## src/rtl/im_pkg.sv

```systemverilog
package im_pkg;
   localparam int NUM_BANDS  = 4;
   localparam int NUM_BOUNDS = NUM_BANDS - 1;
   localparam int ADDR_W     = 3;
   localparam int DATA_W     = 32;

   typedef enum logic [1:0] {
      BAND_0 = 2'd0,
      BAND_1 = 2'd1,
      BAND_2 = 2'd2,
      BAND_3 = 2'd3
   } band_e;

   localparam logic [ADDR_W-1:0] A_CTRL    = 3'd0;
   localparam logic [ADDR_W-1:0] A_BOUNDS  = 3'd1;
   localparam logic [ADDR_W-1:0] A_THR_LO  = 3'd2;
   localparam logic [ADDR_W-1:0] A_THR_HI  = 3'd3;
   localparam logic [ADDR_W-1:0] A_STS_CLR = 3'd4;
endpackage

```

## src/rtl/im_cfg_regs.sv

```systemverilog
module im_cfg_regs
   import im_pkg::*;
#(
   parameter int CNT_W = 16,
   parameter int TMR_W = 16,
   parameter int PCT_W = 7
) (
   input  logic                               clk,
   input  logic                               rst_n,
   input  logic                               we_i,
   input  logic [ADDR_W-1:0]                  addr_i,
   input  logic [DATA_W-1:0]                  wdata_i,
   output logic                               enable_o,
   output logic                               auto_cancel_o,
   output logic                               continuous_o,
   output logic [TMR_W-1:0]                   interval_o,
   output logic [NUM_BOUNDS-1:0][PCT_W-1:0]   bound_o,
   output logic [NUM_BANDS-1:0][CNT_W-1:0]    thr_o,
   output logic                               restart_o,
   output logic [1:0]                         sts_clr_o
);
   localparam int FIELD_W = DATA_W / 2;

   if (CNT_W > FIELD_W) begin : g_bad_cnt
      $error("CNT_W must fit a half data word");
   end
   if (TMR_W > FIELD_W) begin : g_bad_tmr
      $error("TMR_W must fit a half data word");
   end
   if (PCT_W > 8 || PCT_W < 7) begin : g_bad_pct
      $error("PCT_W must be 7 or 8");
   end

   logic wr_ctrl, wr_bounds, wr_lo, wr_hi;
   assign wr_ctrl   = we_i && (addr_i == A_CTRL);
   assign wr_bounds = we_i && (addr_i == A_BOUNDS);
   assign wr_lo     = we_i && (addr_i == A_THR_LO);
   assign wr_hi     = we_i && (addr_i == A_THR_HI);

   always_ff @(posedge clk or negedge rst_n) begin
      if (!rst_n) begin
         enable_o      <= 1'b0;
         auto_cancel_o <= 1'b0;
         continuous_o  <= 1'b0;
         interval_o    <= '0;
      end else if (wr_ctrl) begin
         enable_o      <= wdata_i[0];
         auto_cancel_o <= wdata_i[1];
         continuous_o  <= wdata_i[2];
         interval_o    <= wdata_i[FIELD_W +: TMR_W];
      end
   end

   for (genvar b = 0; b < NUM_BOUNDS; b++) begin : g_bound
      always_ff @(posedge clk or negedge rst_n) begin
         if (!rst_n)         bound_o[b] <= '0;
         else if (wr_bounds) bound_o[b] <= wdata_i[8*b +: PCT_W];
      end
   end

   for (genvar t = 0; t < NUM_BANDS; t++) begin : g_thr
      localparam int HALF = t % 2;
      logic wr_this;
      assign wr_this = (t < 2) ? wr_lo : wr_hi;
      always_ff @(posedge clk or negedge rst_n) begin
         if (!rst_n)       thr_o[t] <= '1;
         else if (wr_this) thr_o[t] <= wdata_i[HALF*FIELD_W +: CNT_W];
      end
   end

   assign restart_o = wr_ctrl;
   assign sts_clr_o = (we_i && (addr_i == A_STS_CLR)) ? wdata_i[1:0] : 2'b00;
endmodule

```

## src/rtl/im_band_sel.sv

```systemverilog
module im_band_sel
   import im_pkg::*;
#(
   parameter int CNT_W = 16,
   parameter int PCT_W = 7
) (
   input  logic [PCT_W-1:0]                  util_i,
   input  logic [NUM_BOUNDS-1:0][PCT_W-1:0]  bound_i,
   input  logic [NUM_BANDS-1:0][CNT_W-1:0]   thr_i,
   output band_e                             band_o,
   output logic [CNT_W-1:0]                  thr_o
);
   logic [NUM_BOUNDS-1:0] hit;

   for (genvar i = 0; i < NUM_BOUNDS; i++) begin : g_cmp
      assign hit[i] = (util_i <= bound_i[i]);
   end

   always_comb begin
      band_o = BAND_3;
      for (int i = NUM_BOUNDS - 1; i >= 0; i--) begin
         if (hit[i]) band_o = band_e'(2'(i));
      end
   end

   assign thr_o = thr_i[band_o];
endmodule

```

## src/rtl/im_util_path.sv

```systemverilog
module im_util_path #(
   parameter int CNT_W = 16
) (
   input  logic             clk,
   input  logic             rst_n,
   input  logic             enable_i,
   input  logic             frame_i,
   input  logic [CNT_W-1:0] thr_i,
   output logic             fire_o,
   output logic             irq_o,
   output logic [CNT_W-1:0] count_o
);
   localparam logic [CNT_W-1:0] CNT_MAX = {CNT_W{1'b1}};

   logic [CNT_W-1:0] cnt_q;
   logic             irq_q;

   assign fire_o = enable_i && (cnt_q != '0) && (cnt_q >= thr_i);

   always_ff @(posedge clk or negedge rst_n) begin
      if (!rst_n) begin
         cnt_q <= '0;
         irq_q <= 1'b0;
      end else begin
         irq_q <= fire_o;
         if (fire_o)                          cnt_q <= '0;
         else if (frame_i && cnt_q != CNT_MAX) cnt_q <= cnt_q + 1'b1;
      end
   end

   assign irq_o   = irq_q;
   assign count_o = cnt_q;

   AST_UTIL_PULSE:   assert property (@(posedge clk) disable iff (!rst_n)
                        irq_q |=> !irq_q);
   AST_CNT_CLEARED:  assert property (@(posedge clk) disable iff (!rst_n)
                        irq_q |-> (cnt_q == '0));
   AST_CNT_SAT:      assert property (@(posedge clk) disable iff (!rst_n)
                        (cnt_q == CNT_MAX && !fire_o) |=> (cnt_q == CNT_MAX));
   AST_UTIL_QUIET:   assert property (@(posedge clk) disable iff (!rst_n)
                        !enable_i |=> !irq_q);
endmodule

```

## src/rtl/im_timer_path.sv

```systemverilog
module im_timer_path #(
   parameter int TMR_W = 16
) (
   input  logic             clk,
   input  logic             rst_n,
   input  logic             enable_i,
   input  logic             continuous_i,
   input  logic             auto_cancel_i,
   input  logic [TMR_W-1:0] interval_i,
   input  logic             restart_i,
   input  logic             tick_i,
   input  logic             frame_i,
   input  logic             util_fire_i,
   output logic             irq_o
);
   logic [TMR_W-1:0] tcnt_q;
   logic [TMR_W:0]   tnext;
   logic             traffic_q, irq_q;
   logic             active, cancel, expire, fire;

   assign active = enable_i && (interval_i != '0);
   assign cancel = auto_cancel_i && util_fire_i;
   assign tnext  = {1'b0, tcnt_q} + {{TMR_W{1'b0}}, 1'b1};
   assign expire = active && tick_i && !restart_i && !cancel &&
                   (tnext >= {1'b0, interval_i});
   assign fire   = expire && (continuous_i || traffic_q || frame_i);

   always_ff @(posedge clk or negedge rst_n) begin
      if (!rst_n) begin
         tcnt_q    <= '0;
         traffic_q <= 1'b0;
         irq_q     <= 1'b0;
      end else begin
         irq_q <= fire;
         if (!active || restart_i || cancel || expire) tcnt_q <= '0;
         else if (tick_i)                              tcnt_q <= tnext[TMR_W-1:0];
         if (!active || restart_i || cancel || expire) traffic_q <= 1'b0;
         else if (frame_i)                             traffic_q <= 1'b1;
      end
   end

   assign irq_o = irq_q;

   AST_TMR_OFF:        assert property (@(posedge clk) disable iff (!rst_n)
                          (interval_i == '0 || !enable_i) |=> !irq_q);
   AST_TMR_NEEDS_TICK: assert property (@(posedge clk) disable iff (!rst_n)
                          !tick_i |=> !irq_q);
   AST_TMR_CANCEL:     assert property (@(posedge clk) disable iff (!rst_n)
                          cancel |=> (tcnt_q == '0));
   AST_TMR_GATED:      assert property (@(posedge clk) disable iff (!rst_n)
                          (!continuous_i && !traffic_q && !frame_i) |=> !irq_q);
endmodule

```

## src/rtl/intr_moderator.sv

```systemverilog
module intr_moderator
   import im_pkg::*;
#(
   parameter int CNT_W = 16,
   parameter int TMR_W = 16,
   parameter int PCT_W = 7
) (
   input  logic              clk,
   input  logic              rst_n,
   input  logic              cfg_we_i,
   input  logic [2:0]        cfg_addr_i,
   input  logic [31:0]       cfg_wdata_i,
   input  logic              frame_done_i,
   input  logic              util_valid_i,
   input  logic [PCT_W-1:0]  util_pct_i,
   input  logic              tick_us_i,
   output logic              util_irq_o,
   output logic              timer_irq_o,
   output logic [31:0]       status_o
);
   localparam int CNT_LSB = DATA_W / 2;

   logic                              enable, auto_cancel, continuous, restart;
   logic [TMR_W-1:0]                  interval;
   logic [NUM_BOUNDS-1:0][PCT_W-1:0]  bound;
   logic [NUM_BANDS-1:0][CNT_W-1:0]   thr;
   logic [1:0]                        sts_clr;
   logic [PCT_W-1:0]                  util_q;
   band_e                             band;
   logic [CNT_W-1:0]                  thr_sel, count;
   logic                              util_fire;
   logic [1:0]                        sticky_q;

   im_cfg_regs #(.CNT_W(CNT_W), .TMR_W(TMR_W), .PCT_W(PCT_W)) u_regs (
      .clk(clk), .rst_n(rst_n), .we_i(cfg_we_i), .addr_i(cfg_addr_i),
      .wdata_i(cfg_wdata_i), .enable_o(enable), .auto_cancel_o(auto_cancel),
      .continuous_o(continuous), .interval_o(interval), .bound_o(bound),
      .thr_o(thr), .restart_o(restart), .sts_clr_o(sts_clr)
   );

   always_ff @(posedge clk or negedge rst_n) begin
      if (!rst_n)            util_q <= '0;
      else if (util_valid_i) util_q <= util_pct_i;
   end

   im_band_sel #(.CNT_W(CNT_W), .PCT_W(PCT_W)) u_band (
      .util_i(util_q), .bound_i(bound), .thr_i(thr),
      .band_o(band), .thr_o(thr_sel)
   );

   im_util_path #(.CNT_W(CNT_W)) u_util (
      .clk(clk), .rst_n(rst_n), .enable_i(enable), .frame_i(frame_done_i),
      .thr_i(thr_sel), .fire_o(util_fire), .irq_o(util_irq_o), .count_o(count)
   );

   im_timer_path #(.TMR_W(TMR_W)) u_timer (
      .clk(clk), .rst_n(rst_n), .enable_i(enable), .continuous_i(continuous),
      .auto_cancel_i(auto_cancel), .interval_i(interval), .restart_i(restart),
      .tick_i(tick_us_i), .frame_i(frame_done_i), .util_fire_i(util_fire),
      .irq_o(timer_irq_o)
   );

   always_ff @(posedge clk or negedge rst_n) begin
      if (!rst_n) sticky_q <= 2'b00;
      else        sticky_q <= (sticky_q & ~sts_clr) | {timer_irq_o, util_irq_o};
   end

   always_comb begin
      status_o                    = '0;
      status_o[1:0]               = sticky_q;
      status_o[5:4]               = band;
      status_o[CNT_LSB +: CNT_W]  = count;
   end

   AST_STICKY_UTIL:  assert property (@(posedge clk) disable iff (!rst_n)
                        util_irq_o |=> sticky_q[0]);
   AST_STICKY_TMR:   assert property (@(posedge clk) disable iff (!rst_n)
                        timer_irq_o |=> sticky_q[1]);
   AST_BAND_TOP:     assert property (@(posedge clk) disable iff (!rst_n)
                        (band == BAND_3) |-> (util_q > bound[0] && util_q > bound[1]
                                              && util_q > bound[2]));
   AST_BAND_FIRST:   assert property (@(posedge clk) disable iff (!rst_n)
                        (util_q <= bound[0]) |-> (band == BAND_0));
endmodule

```

## config.mk

```make
export PLATFORM = sky130hd
export DESIGN_NAME = intr_moderator
export DESIGN_NICKNAME = d
export VERILOG_FILES = /design/src/rtl/im_pkg.sv /design/src/rtl/im_cfg_regs.sv /design/src/rtl/im_band_sel.sv /design/src/rtl/im_util_path.sv /design/src/rtl/im_timer_path.sv /design/src/rtl/intr_moderator.sv
export SDC_FILE = /design/constraint.sdc
export NUM_CORES = 1
export LEC_CHECK = 0
export ABC_CLOCK_PERIOD_IN_PS = 10050
export BUFFER_PORTS_ARGS = -buffer_cell sky130_fd_sc_hd__buf_2
export CORE_ASPECT_RATIO = 1.4
export CORE_MARGIN = 3
export CORE_UTILIZATION = 40
export DETAILED_ROUTE_END_ITERATION = 16
export GPL_ROUTABILITY_DRIVEN = 0
export SYNTH_ARGS = -nofsm -noshare
export SYNTH_HDL_FRONTEND = slang
export SYNTH_SLANG_ARGS = --single-unit
export TNS_END_PERCENT = 5
```

## constraint.sdc

```tcl
create_clock -name clk -period 10.05 [get_ports clk]
set_input_delay 0.5025 -clock clk [delete_from_list [all_inputs] [get_ports clk]]
set_output_delay 0.5025 -clock clk [all_outputs]
set_load 0.02 [all_outputs]
```

==> flow_metrics.tcl, run 1 <==
set metrics [dict create \
    outcome "finished, final reports clean" \
    timing.final.setup_violations 0 \
    worst_path_largest_cell_delay_ps 1060 \
    slew-limit-headroom_pct 11.9 \
    post_cts.repair.setup_buffers 0 \
    async_flop_share_pct 100 \
    worst_slew_pin_slew_ps 1320 \
    yosysTopAreaCellShare_pct 25.3 \
    first_global_vias 6047 \
    route.detailed.wl_per_inst_um 18.9 \
    cts_root_buffer "sky130_fd_sc_hd__clkbuf_16" \
    largest_family_of_logic_cells_by_synthesized_area "simple AND/OR/NAND/NOR gates" \
    synth.cell_area_um2 8300 \
    syn_area_per_cell_um2 11.1 \
    largest_cells_by_area_after_synthesis "sky130_fd_sc_hd__dfrtp_1 25%, sky130_fd_sc_hd__dfstp_2 20%, sky130_fd_sc_hd__mux2_2 12%, sky130_fd_sc_hd__ha_1 8.4%, sky130_fd_sc_hd__o21ai_0 2.4%" \
    met2_wirelength_um 10800 \
    seq_area_frac_synth_pct 45.6 \
    placement.cell_area_um2 8820 \
    timing.clock.skew_ps 7.85 \
    finalSetupTns_ps 0 \
    yosys.cell_types.count 62 \
    hpwl_um 14800 \
    power_per_cell_area_nw_per_um2 215 \
    cts.htree.levels 4 \
    count_of_state_elements_after_synthesis 148 \
    antenna_cells 0 \
    ys_dominant_reg_cell "sky130_fd_sc_hd__dfrtp_1" \
    final_util_pct 47.0 \
    cts-root-to-sink-buffers 2 \
    critical_path.cell_chain "ha_1 > nand4_1 > a21oi_1 > o31ai_4 > nor2b_1 > a221oi_1 > ha_1 > and4_1 > o21ai_0 > o21a_1 > o21ai_1 > a21oi_1" \
    timing.critical_path.fanout_max 18 \
    drt-pass1-iter-count 5 \
    synth-xor-area-share_pct 2.85 \
    synth_adder_area_share_pct 8.44 \
    synth-simple-area-share_pct 13.4 \
    drt-vias-per-instance 5.48 \
    drv.max_cap_violation_count 0 \
    m1WireLength_um 8430 \
    n_fill_cell 1959 \
    cp.required_ps 10310 \
    synth.most_common_cell "sky130_fd_sc_hd__mux2_2" \
    vdd_ir_drop_max_mv 0.134 \
    grt_antenna_before_repair 0 \
    clk-insertion-delay-late_ps 420 \
    flow.area_growth_from_synthesis_pct 14.1 \
    rsz_0062_raised_after_global_routing "no" \
    grt-ovfl-total 0 \
    initial_core_util_pct 41.2 \
    arrival_ps 5270 \
    num_vias 5896 \
    placeableCoreArea_um2 20100 \
    grtUsageTotal_pct 18.7 \
    slew_viol_final 0 \
    buffer_ports.inserted 69 \
    synth_compound_area_share_pct 11.7 \
    finish.instance_area_um2 9470 \
    report.power.total_mw 2.03 \
    chipHeight_um 176 \
    io_pins 82 \
    grt_first_pass_wirelength_um 33000 \
    portion_of_netlist_area_occupied_by_mux_cells_pct 12.7 \
    final.setup.worst_slack_ps 5040 \
    number_of_flops_mapped_to_enable_cells_by_yosys 0 \
    worstSetupPathType "flip-flop to flip-flop" \
    dr.max_layer_used "met4" \
    max_freq_mhz 199 \
    synth_top_cell_by_area "sky130_fd_sc_hd__dfrtp_1" \
    cp.buffers_inverters 0 \
    tritoncts_num_sinks 148 \
    timing.critical_path.max_delay_family "compound AO/OA/AOI/OAI gates" \
    yosysWarningCount 0 \
    nNetsFinal 915 \
    ant_nets 0 \
    critical_path.startpoint_type "flip-flop" \
    timing.final.hold_violations 0 \
    drc 0 \
    hp-class "input pin to asynchronous set/reset pin" \
    cts_tree "built" \
    min_period_ps 5010 \
    finalCritPeriodShare_pct 49.9 \
    post_route_wl_um 20300 \
    pre_cts_ws_ps 5030 \
    met3WireLength_um 592 \
    fp.dieW_um 128 \
    post_cts_hold_buffer_count 0 \
    initialDrtViolationCount 220 \
    netlist_top_cells_count "92 x sky130_fd_sc_hd__mux2_2, 84 x sky130_fd_sc_hd__dfrtp_1, 64 x sky130_fd_sc_hd__dfstp_2, 56 x sky130_fd_sc_hd__ha_1, 52 x sky130_fd_sc_hd__nand2_1" \
    row_count 61 \
    crit_slowest_cell "sky130_fd_sc_hd__nor2b_1" \
    grt_start_max_net_pins 77 \
    synth_cells 751 \
    cts.clk_slew.worst_paths_ps 60 \
    dieArea_um2 22500 \
    cellLeakagePower_nw 4.14 \
    cts-resized-gates 0 \
    crit_end_category "flip-flop" \
    cts_buffers 17 \
    final_layout_size_suffix_gt1_share_pct 34.5 \
]
-- per-layer routing --
| metal | up-vias | global-route usage (%) |
|---|---|---|
| met2 | 92 | 33.2 |
| met4 | 0 | 7.08 |
| met3 | 37 | 3.30 |
| met5 | - | 0 |
| met1 | 2919 | 22.3 |
| li1 | 2848 | - |
-- power by group --
part           switching [mW]  internal, mW
logic                   0.291         0.237
registers              0.0779         0.747
clock network           0.253         0.426
-- cell families (layout without fill, tap and decap cells) --
kind of cell,count (synthesis),in the layout
mux,94,94
buf+inv,94,156
fa+ha+maj,56,56
compound gates,136,136
other cells,1,12
flops,148,148
xor+xnor,27,27
simple gates,195,195
-- state kept, by name, indices dropped and copies added, names as in the netlist --
signal / count
sticky_q: 2
u_regs.auto_cancel_o: 1
u_regs.bound_o: 21
u_regs.continuous_o: 1
u_regs.enable_o: 1
u_regs.interval_o: 16
u_regs.thr_o: 64
u_timer.irq_o: 1
u_timer.tcnt_q: 16
u_timer.traffic_q: 1
u_util.count_o: 16
u_util.irq_o: 1
util_q: 7
-- worst paths after layout --
check / from / endpoint / slack, ps / cells after the start
setup / recovery: util_q[4]$_DFFE_PN0P_ / u_util.count_o[5]$_DFFE_PN0P_ / 5040 / 12
hold / removal: rst_n / u_timer.tcnt_q[4]$_DFFE_PN0P_ / 90 / 1
setup reg to reg: util_q[4]$_DFFE_PN0P_ / u_util.count_o[5]$_DFFE_PN0P_ / 5040 / 12
hold reg to reg: u_util.irq_o$_DFF_PN0_ / sticky_q[0]$_DFF_PN0_ / 460 / 1
max in group asynchronous: rst_n / u_util.count_o[15]$_DFFE_PN0P_ / 8540 / 2
min in group clk: util_pct_i[3] / util_q[3]$_DFFE_PN0P_ / 310 / 2
-- through the flow --
| step | hold slack (ps) | cells |
|---|---|---|
| 3_3_place_gp | 447 | 1044 |
| 3_5_place_dp | 446 | 1044 |
| 6_report | 90.2 | 1076 |
| 5_1_grt | 140 | 1076 |
| 2_1_floorplan | 207 | 762 |
| 4_1_cts | 108 | 1076 |
-- worst register-to-register path, delay by kind of cell, from the launching register on --
kind | cells | cell delay [ps]
compound gates | 7 | 2300
fa+ha+maj | 2 | 730
flops | 1 | 420
simple gates | 3 | 1390
-- placed cells by master, fill, tap and decap left out, types with 15 or more instances in the layout --
cell type / n
sky130_fd_sc_hd__nand4_1: 18
sky130_fd_sc_hd__nor3_1: 16
sky130_fd_sc_hd__a221oi_1: 15
sky130_fd_sc_hd__buf_2: 68
sky130_fd_sc_hd__dfrtp_1: 84
sky130_fd_sc_hd__nor4b_1: 17
sky130_fd_sc_hd__mux2_2: 92
sky130_fd_sc_hd__nor2_1: 15
sky130_fd_sc_hd__dfstp_2: 64
sky130_fd_sc_hd__ha_1: 56
sky130_fd_sc_hd__inv_1: 45
sky130_fd_sc_hd__nand3_1: 15
sky130_fd_sc_hd__nand2_1: 52
sky130_fd_sc_hd__xnor2_1: 16
sky130_fd_sc_hd__o21ai_0: 40
sky130_fd_sc_hd__clkbuf_16: 21
sky130_fd_sc_hd__a21oi_1: 27
-- area by class of cell --
type / instances / area, µm² / share of cell area (%)
Multi-Input combinational cell: 520 / 4130 / 43.6
Sequential cell: 148 / 3780 / 40.0
Timing Repair Buffer: 78 / 419 / 4.43
Tap cell: 252 / 315 / 3.33
Clock buffer: 23 / 533 / 5.63
Inverter: 46 / 173 / 1.82
Clock inverter: 9 / 110 / 1.16
Power figures use the tool's default switching activity.
==> run 2: changes to the inputs <==
ABC_CLOCK_PERIOD_IN_PS = 4590   (was 10050)
clock period = 4.59 ns   (was 10.05 ns; I/O delays follow)
==> run 2 against run 1 <==
Maximum frequency increased by 23%. Non-clock buffer count increased by 6. Wire length increased by 1.9%. Global-route usage increased by 0.38 points. Largest power group unchanged. Highest routed layer unchanged.
==> flow_metrics.tcl, run 2 (same netlist as run 1, synthesis figures left out) <==
set metrics [dict create \
    critical_path.startpoint "u_timer.tcnt_q[2]$_DFFE_PN0P_" \
    cts_buffers 17 \
    cts_tree "built" \
    antenna_cells 0 \
    mostFrequentLayoutCell "sky130_fd_sc_hd__mux2_2" \
    hold_ws_ps 31.3 \
    mostFrequentLayoutCells "92 x sky130_fd_sc_hd__mux2_2, 84 x sky130_fd_sc_hd__dfrtp_1, 68 x sky130_fd_sc_hd__buf_2" \
    timing.critical_path.fanout_max 21 \
    worst_path_largest_cell_delay_ps 1150 \
    grt_start_max_net_pins 89 \
    worst_slew_pin_slew_ps 1260 \
    crit_slowest_cell "sky130_fd_sc_hd__a2111oi_4" \
    tritoncts_num_sinks 148 \
    max_reg_flops 64 \
    timing.final.setup_violations 0 \
    crit_end_category "flip-flop" \
    route.detailed.wl_per_inst_um 19.2 \
    cts.htree.levels 4 \
    drc 0 \
    finish.instance_area_um2 9540 \
    first_global_vias 6029 \
    cts-resized-gates 0 \
    grt-ovfl-total 0 \
    drt-vias-per-instance 5.48 \
    cts-root-to-sink-buffers 2 \
    fp.dieW_um 128 \
    report.power.total_mw 4.52 \
    cts_root_buffer "sky130_fd_sc_hd__clkbuf_16" \
    slew_viol_final 0 \
    drt-pass1-iter-count 5 \
    nNetsFinal 921 \
    placeableCoreArea_um2 20100 \
    final.setup.worst_slack_ps 527 \
    placement.cell_area_um2 8880 \
    critical_path.most_common_cell "sky130_fd_sc_hd__o211ai_1" \
    regToRegStartpoint "u_timer.tcnt_q[2]$_DFFE_PN0P_" \
    cp.required_ps 4920 \
    critical_path.reg2reg.endpoint "u_timer.tcnt_q[6]$_DFFE_PN0P_" \
    io_pins 82 \
    critical_path.cell_chain "and4_1 > nand4_1 > and2_1 > or2_2 > ha_1 > a211o_1 > o211ai_1 > o211ai_1 > a2111oi_4 > nand4bb_1 > a311oi_2" \
    cellLeakagePower_nw 4.17 \
    final_util_pct 47.3 \
    finalCritPeriodShare_pct 88.5 \
    max_flop_register "u_regs.thr_o" \
    vdd_ir_drop_max_mv 0.278 \
    finalSetupTns_ps 0 \
    final_cells 1082 \
    drv.max_cap_violation_count 0 \
    initial_core_util_pct 41.2 \
    post_route_wl_um 20700 \
    pre_cts_ws_ps 485 \
    power_per_cell_area_nw_per_um2 474 \
    ant_nets 0 \
    arrival_ps 4400 \
    timing.hold.worst.start "util_pct_i[5]" \
    num_vias 5930 \
    largest_registers "u_regs.thr_o (64), u_regs.bound_o (21)" \
    timing.clock.skew_ps 9.94 \
    dieArea_um2 22500 \
    grt_antenna_before_repair 0 \
    grt_first_pass_wirelength_um 33200 \
    timing.final.hold_violations 0 \
    slew-limit-headroom_pct 16.1 \
    n_fill_cell 1874 \
    critical_path.startpoint_type "flip-flop" \
    crit_path_end "u_timer.tcnt_q[6]$_DFFE_PN0P_" \
    placedCellCount 1049 \
    outcome "finished, final reports clean" \
    post_cts.repair.setup_buffers 0 \
    r2r_cells 11 \
    row_count 61 \
    rsz_0062_raised_after_global_routing "no" \
    clk-insertion-delay-late_ps 430 \
    chipHeight_um 176 \
    initialDrtViolationCount 269 \
    max_freq_mhz 246 \
    min_period_ps 4060 \
    buffer_ports.inserted 69 \
    hp-class "input pin to flip-flop" \
    flow.area_growth_from_synthesis_pct 14.9 \
    cts.clk_slew.worst_paths_ps 60 \
    final_layout_size_suffix_gt1_share_pct 34.6 \
    reg2reg_slack_ps 530 \
    worstSetupPathType "flip-flop to flip-flop" \
    hpwl_um 14800 \
    grtUsageTotal_pct 19.1 \
]
[run 2: power breakdown]
part | internal, mW | total [mW] | leakage (nW) | switching (mW)
clock network | 0.992 | 1.53 | 0.307 | 0.534
registers | 1.63 | 1.80 | 1.74 | 0.165
logic | 0.546 | 1.20 | 2.12 | 0.654
total | 3.17 | 4.52 | 4.17 | 1.35
[run 2: worst min path at each step]
stage                                         end  slack [ps]  cells after the start
global route                util_q[3]$_DFFE_PN0P_          20                      2
floorplan                   sticky_q[0]$_DFF_PN0_         -70                      0
CTS                         util_q[0]$_DFFE_PN0P_           7                      3
global placement    u_regs.bound_o[2]$_DFFE_PN0P_         370                      1
finish                      util_q[5]$_DFFE_PN0P_          30                      2
detailed placement  u_timer.tcnt_q[4]$_DFFE_PN0P_         370                      1
[run 2: timing repair]
| item | CTS | global route |
|---|---|---|
| hold buffers | 1 | 0 |
| hold endpoints to repair | 50 | 0 |
| setup endpoints to repair | 0 | 0 |
[run 2: cell type report]
class                      count  area [µm²]  area share, %
clock buffer                  23         468           4.91
clock inverter                 9         175           1.84
inverter                      46         173           1.81
multi-input combinational    520        4130           43.3
sequential                   148        3780           39.7
tap                          252         315           3.31
timing repair buffer          84         492           5.16
[run 2: layer usage]
metal / part of all wire [%] / GRT usage, %
met5: 0 / 0
met4: 2.1 / 6.95
met3: 3.0 / 3.09
met2: 53 / 33.7
met1: 42 / 23.2
[run 2: worst max-delay path: cells and delay by family (launching register included)]
family	cells	cell delay, ps
flops	1	470
simple gates	5	1330
compound gates	5	1970
fa+ha+maj	1	190
==> run 3: changes to the inputs <==
ABC_CLOCK_PERIOD_IN_PS = 5200   (was 4590)
clock period = 5.2 ns   (was 4.59 ns; I/O delays follow)
==> run 3 against run 2 <==
The run now ends with negative hold slack left. Clock power is 9% lower. Die area stayed put. Sequential power is 12% lower. Design area hardly changed. Largest cell class unchanged. Global-route usage is 0.077 points lower. Critical path depth is 5 higher. Largest power group unchanged.
==> flow_metrics.tcl, run 3 (same netlist as run 1, synthesis figures left out) <==
set metrics [dict create \
    slew_viol_final 0 \
    worst_slew_pin_slew_ps 1070 \
    timing.final.setup_violations 0 \
    buffer_ports.inserted 69 \
    max_flop_register "u_regs.thr_o" \
    crit_slowest_cell "sky130_fd_sc_hd__o31ai_4" \
    critical_path.most_common_cell "sky130_fd_sc_hd__o21a_1" \
    cts-resized-gates 0 \
    crit_end_category "flip-flop" \
    final_util_pct 47.3 \
    worstSetupPathType "flip-flop to flip-flop" \
    drv.max_cap_violation_count 0 \
    failed_checks "negative hold slack" \
    flow.area_growth_from_synthesis_pct 14.9 \
    max_freq_mhz 234 \
    drt-vias-per-instance 5.52 \
    grt-ovfl-total 0 \
    chipHeight_um 176 \
    vdd_ir_drop_max_mv 0.248 \
    cts_tree "built" \
    clk-insertion-delay-late_ps 430 \
    min_period_ps 4270 \
    io_pins 82 \
    final_layout_size_suffix_gt1_share_pct 35.0 \
    cellLeakagePower_nw 4.18 \
    mostFrequentLayoutCell "sky130_fd_sc_hd__mux2_2" \
    cts-root-to-sink-buffers 2 \
    grt_first_pass_wirelength_um 33300 \
    timing.critical_path.max_delay_family "compound AO/OA/AOI/OAI gates" \
    post_route_wl_um 20800 \
    timing.clock.skew_ps 9.66 \
    ant_nets 0 \
    finalSetupTns_ps 0 \
    grt_start_max_net_pins 113 \
    route.detailed.wl_per_inst_um 19.2 \
    hold_ws_ps -19.8 \
    nNetsFinal 920 \
    first_global_vias 6037 \
    largest_registers "u_regs.thr_o (64), u_regs.bound_o (21)" \
    critical_path.cell_chain "ha_1 > nor2b_1 > o21a_1 > o21a_1 > o31ai_4 > buf_4 > mux2_2 > a221oi_1 > ha_1 > a21oi_1 > o21ai_0 > a211oi_1 > o21a_1 > o31ai_2 > buf_4 > nor4_1" \
    antenna_cells 0 \
    grtUsageTotal_pct 19.0 \
    worst_path_largest_cell_delay_ps 460 \
    n_fill_cell 1916 \
    grt_antenna_before_repair 0 \
    row_count 61 \
    mostFrequentLayoutCells "92 x sky130_fd_sc_hd__mux2_2, 84 x sky130_fd_sc_hd__dfrtp_1, 68 x sky130_fd_sc_hd__buf_2" \
    timing.critical_path.fanout_max 18 \
    slew-limit-headroom_pct 28.7 \
    drc 0 \
    power_per_cell_area_nw_per_um2 423 \
    regToRegStartpoint "util_q[1]$_DFFE_PN0P_" \
    cts_root_buffer "sky130_fd_sc_hd__clkbuf_16" \
    critical_path.startpoint_type "flip-flop" \
    cp.buffers_inverters 2 \
    tritoncts_num_sinks 148 \
    placeableCoreArea_um2 20100 \
    finalCritPeriodShare_pct 82.0 \
    arrival_ps 4590 \
    max_reg_flops 64 \
    cts_buffers 17 \
    hpwl_um 14900 \
    fp.dieW_um 128 \
    initialDrtViolationCount 289 \
    post_cts_hold_buffer_count 0 \
    critical_path.startpoint "util_q[1]$_DFFE_PN0P_" \
    initial_core_util_pct 41.2 \
    cp.required_ps 5520 \
    drt-pass1-iter-count 7 \
    hp-class "input pin to asynchronous set/reset pin" \
    post_cts.repair.setup_buffers 0 \
    timing.final.hold_violations 16 \
    cts.htree.levels 4 \
    cts.clk_slew.worst_paths_ps 60 \
    num_vias 5969 \
    outcome "finished with violations" \
    dieArea_um2 22500 \
    reg2reg_slack_ps 930 \
    rsz_0062_raised_after_global_routing "no" \
]
## run 3: path summary, 6_finish.rpt
path | endpoint | cells past startpoint
max in group asynchronous | u_regs.thr_o[12]$_DFFE_PN1P_ | 2
min in group clk | util_q[3]$_DFFE_PN0P_ | 2
hold / removal | u_regs.interval_o[5]$_DFFE_PN0P_ | 1
setup / recovery | u_timer.traffic_q$_DFFE_PN0P_ | 16
hold reg to reg | sticky_q[0]$_DFF_PN0_ | 1
setup reg to reg | u_timer.traffic_q$_DFFE_PN0P_ | 16
## run 3: report_power, final
| group | leakage [nW] | switching (mW) | internal, mW | total (mW) |
|---|---|---|---|---|
| clock | 0.331 | 0.491 | 0.903 | 1.39 |
| combinational | 2.10 | 0.582 | 0.472 | 1.05 |
| sequential | 1.74 | 0.148 | 1.44 | 1.59 |
## run 3: layer usage
metal	vias to the layer above	wire length (µm)	share of wire (%)	GRT usage (%)
met4	0	382	1.8	6.11
met2	101	10900	52	33.2
met5	-	0	0	0
met3	25	561	2.7	2.91
li1	2847	-	-	-
met1	2996	8930	43	23.9
## run 3: layout make-up
cell class / instances / area, µm² / area share [%]
Tap cell: 252 / 315 / 3.31
Clock inverter: 9 / 159 / 1.67
Timing Repair Buffer: 83 / 457 / 4.79
Inverter: 46 / 173 / 1.81
Sequential cell: 148 / 3780 / 39.7
Multi-Input combinational cell: 520 / 4130 / 43.3
Clock buffer: 23 / 520 / 5.46
## run 3: worst register-to-register path: cells and delay by family (launching register included)
family          cells  cell delay, ps
compound gates      9            1850
fa+ha+maj           2             600
buf+inv             2             520
flops               1             420
simple gates        2             420
mux                 1             350
## run 3: stage by stage
stage	power, mW	cells	area, µm²	setup slack [ps]
after floorplan	2.32	762	8340	1240
after global placement	2.65	1049	8860	978
after detailed placement	2.67	1049	8860	950
after CTS	4.08	1081	9540	910
after global routing	4.27	1081	9540	612
final	4.04	1081	9540	934
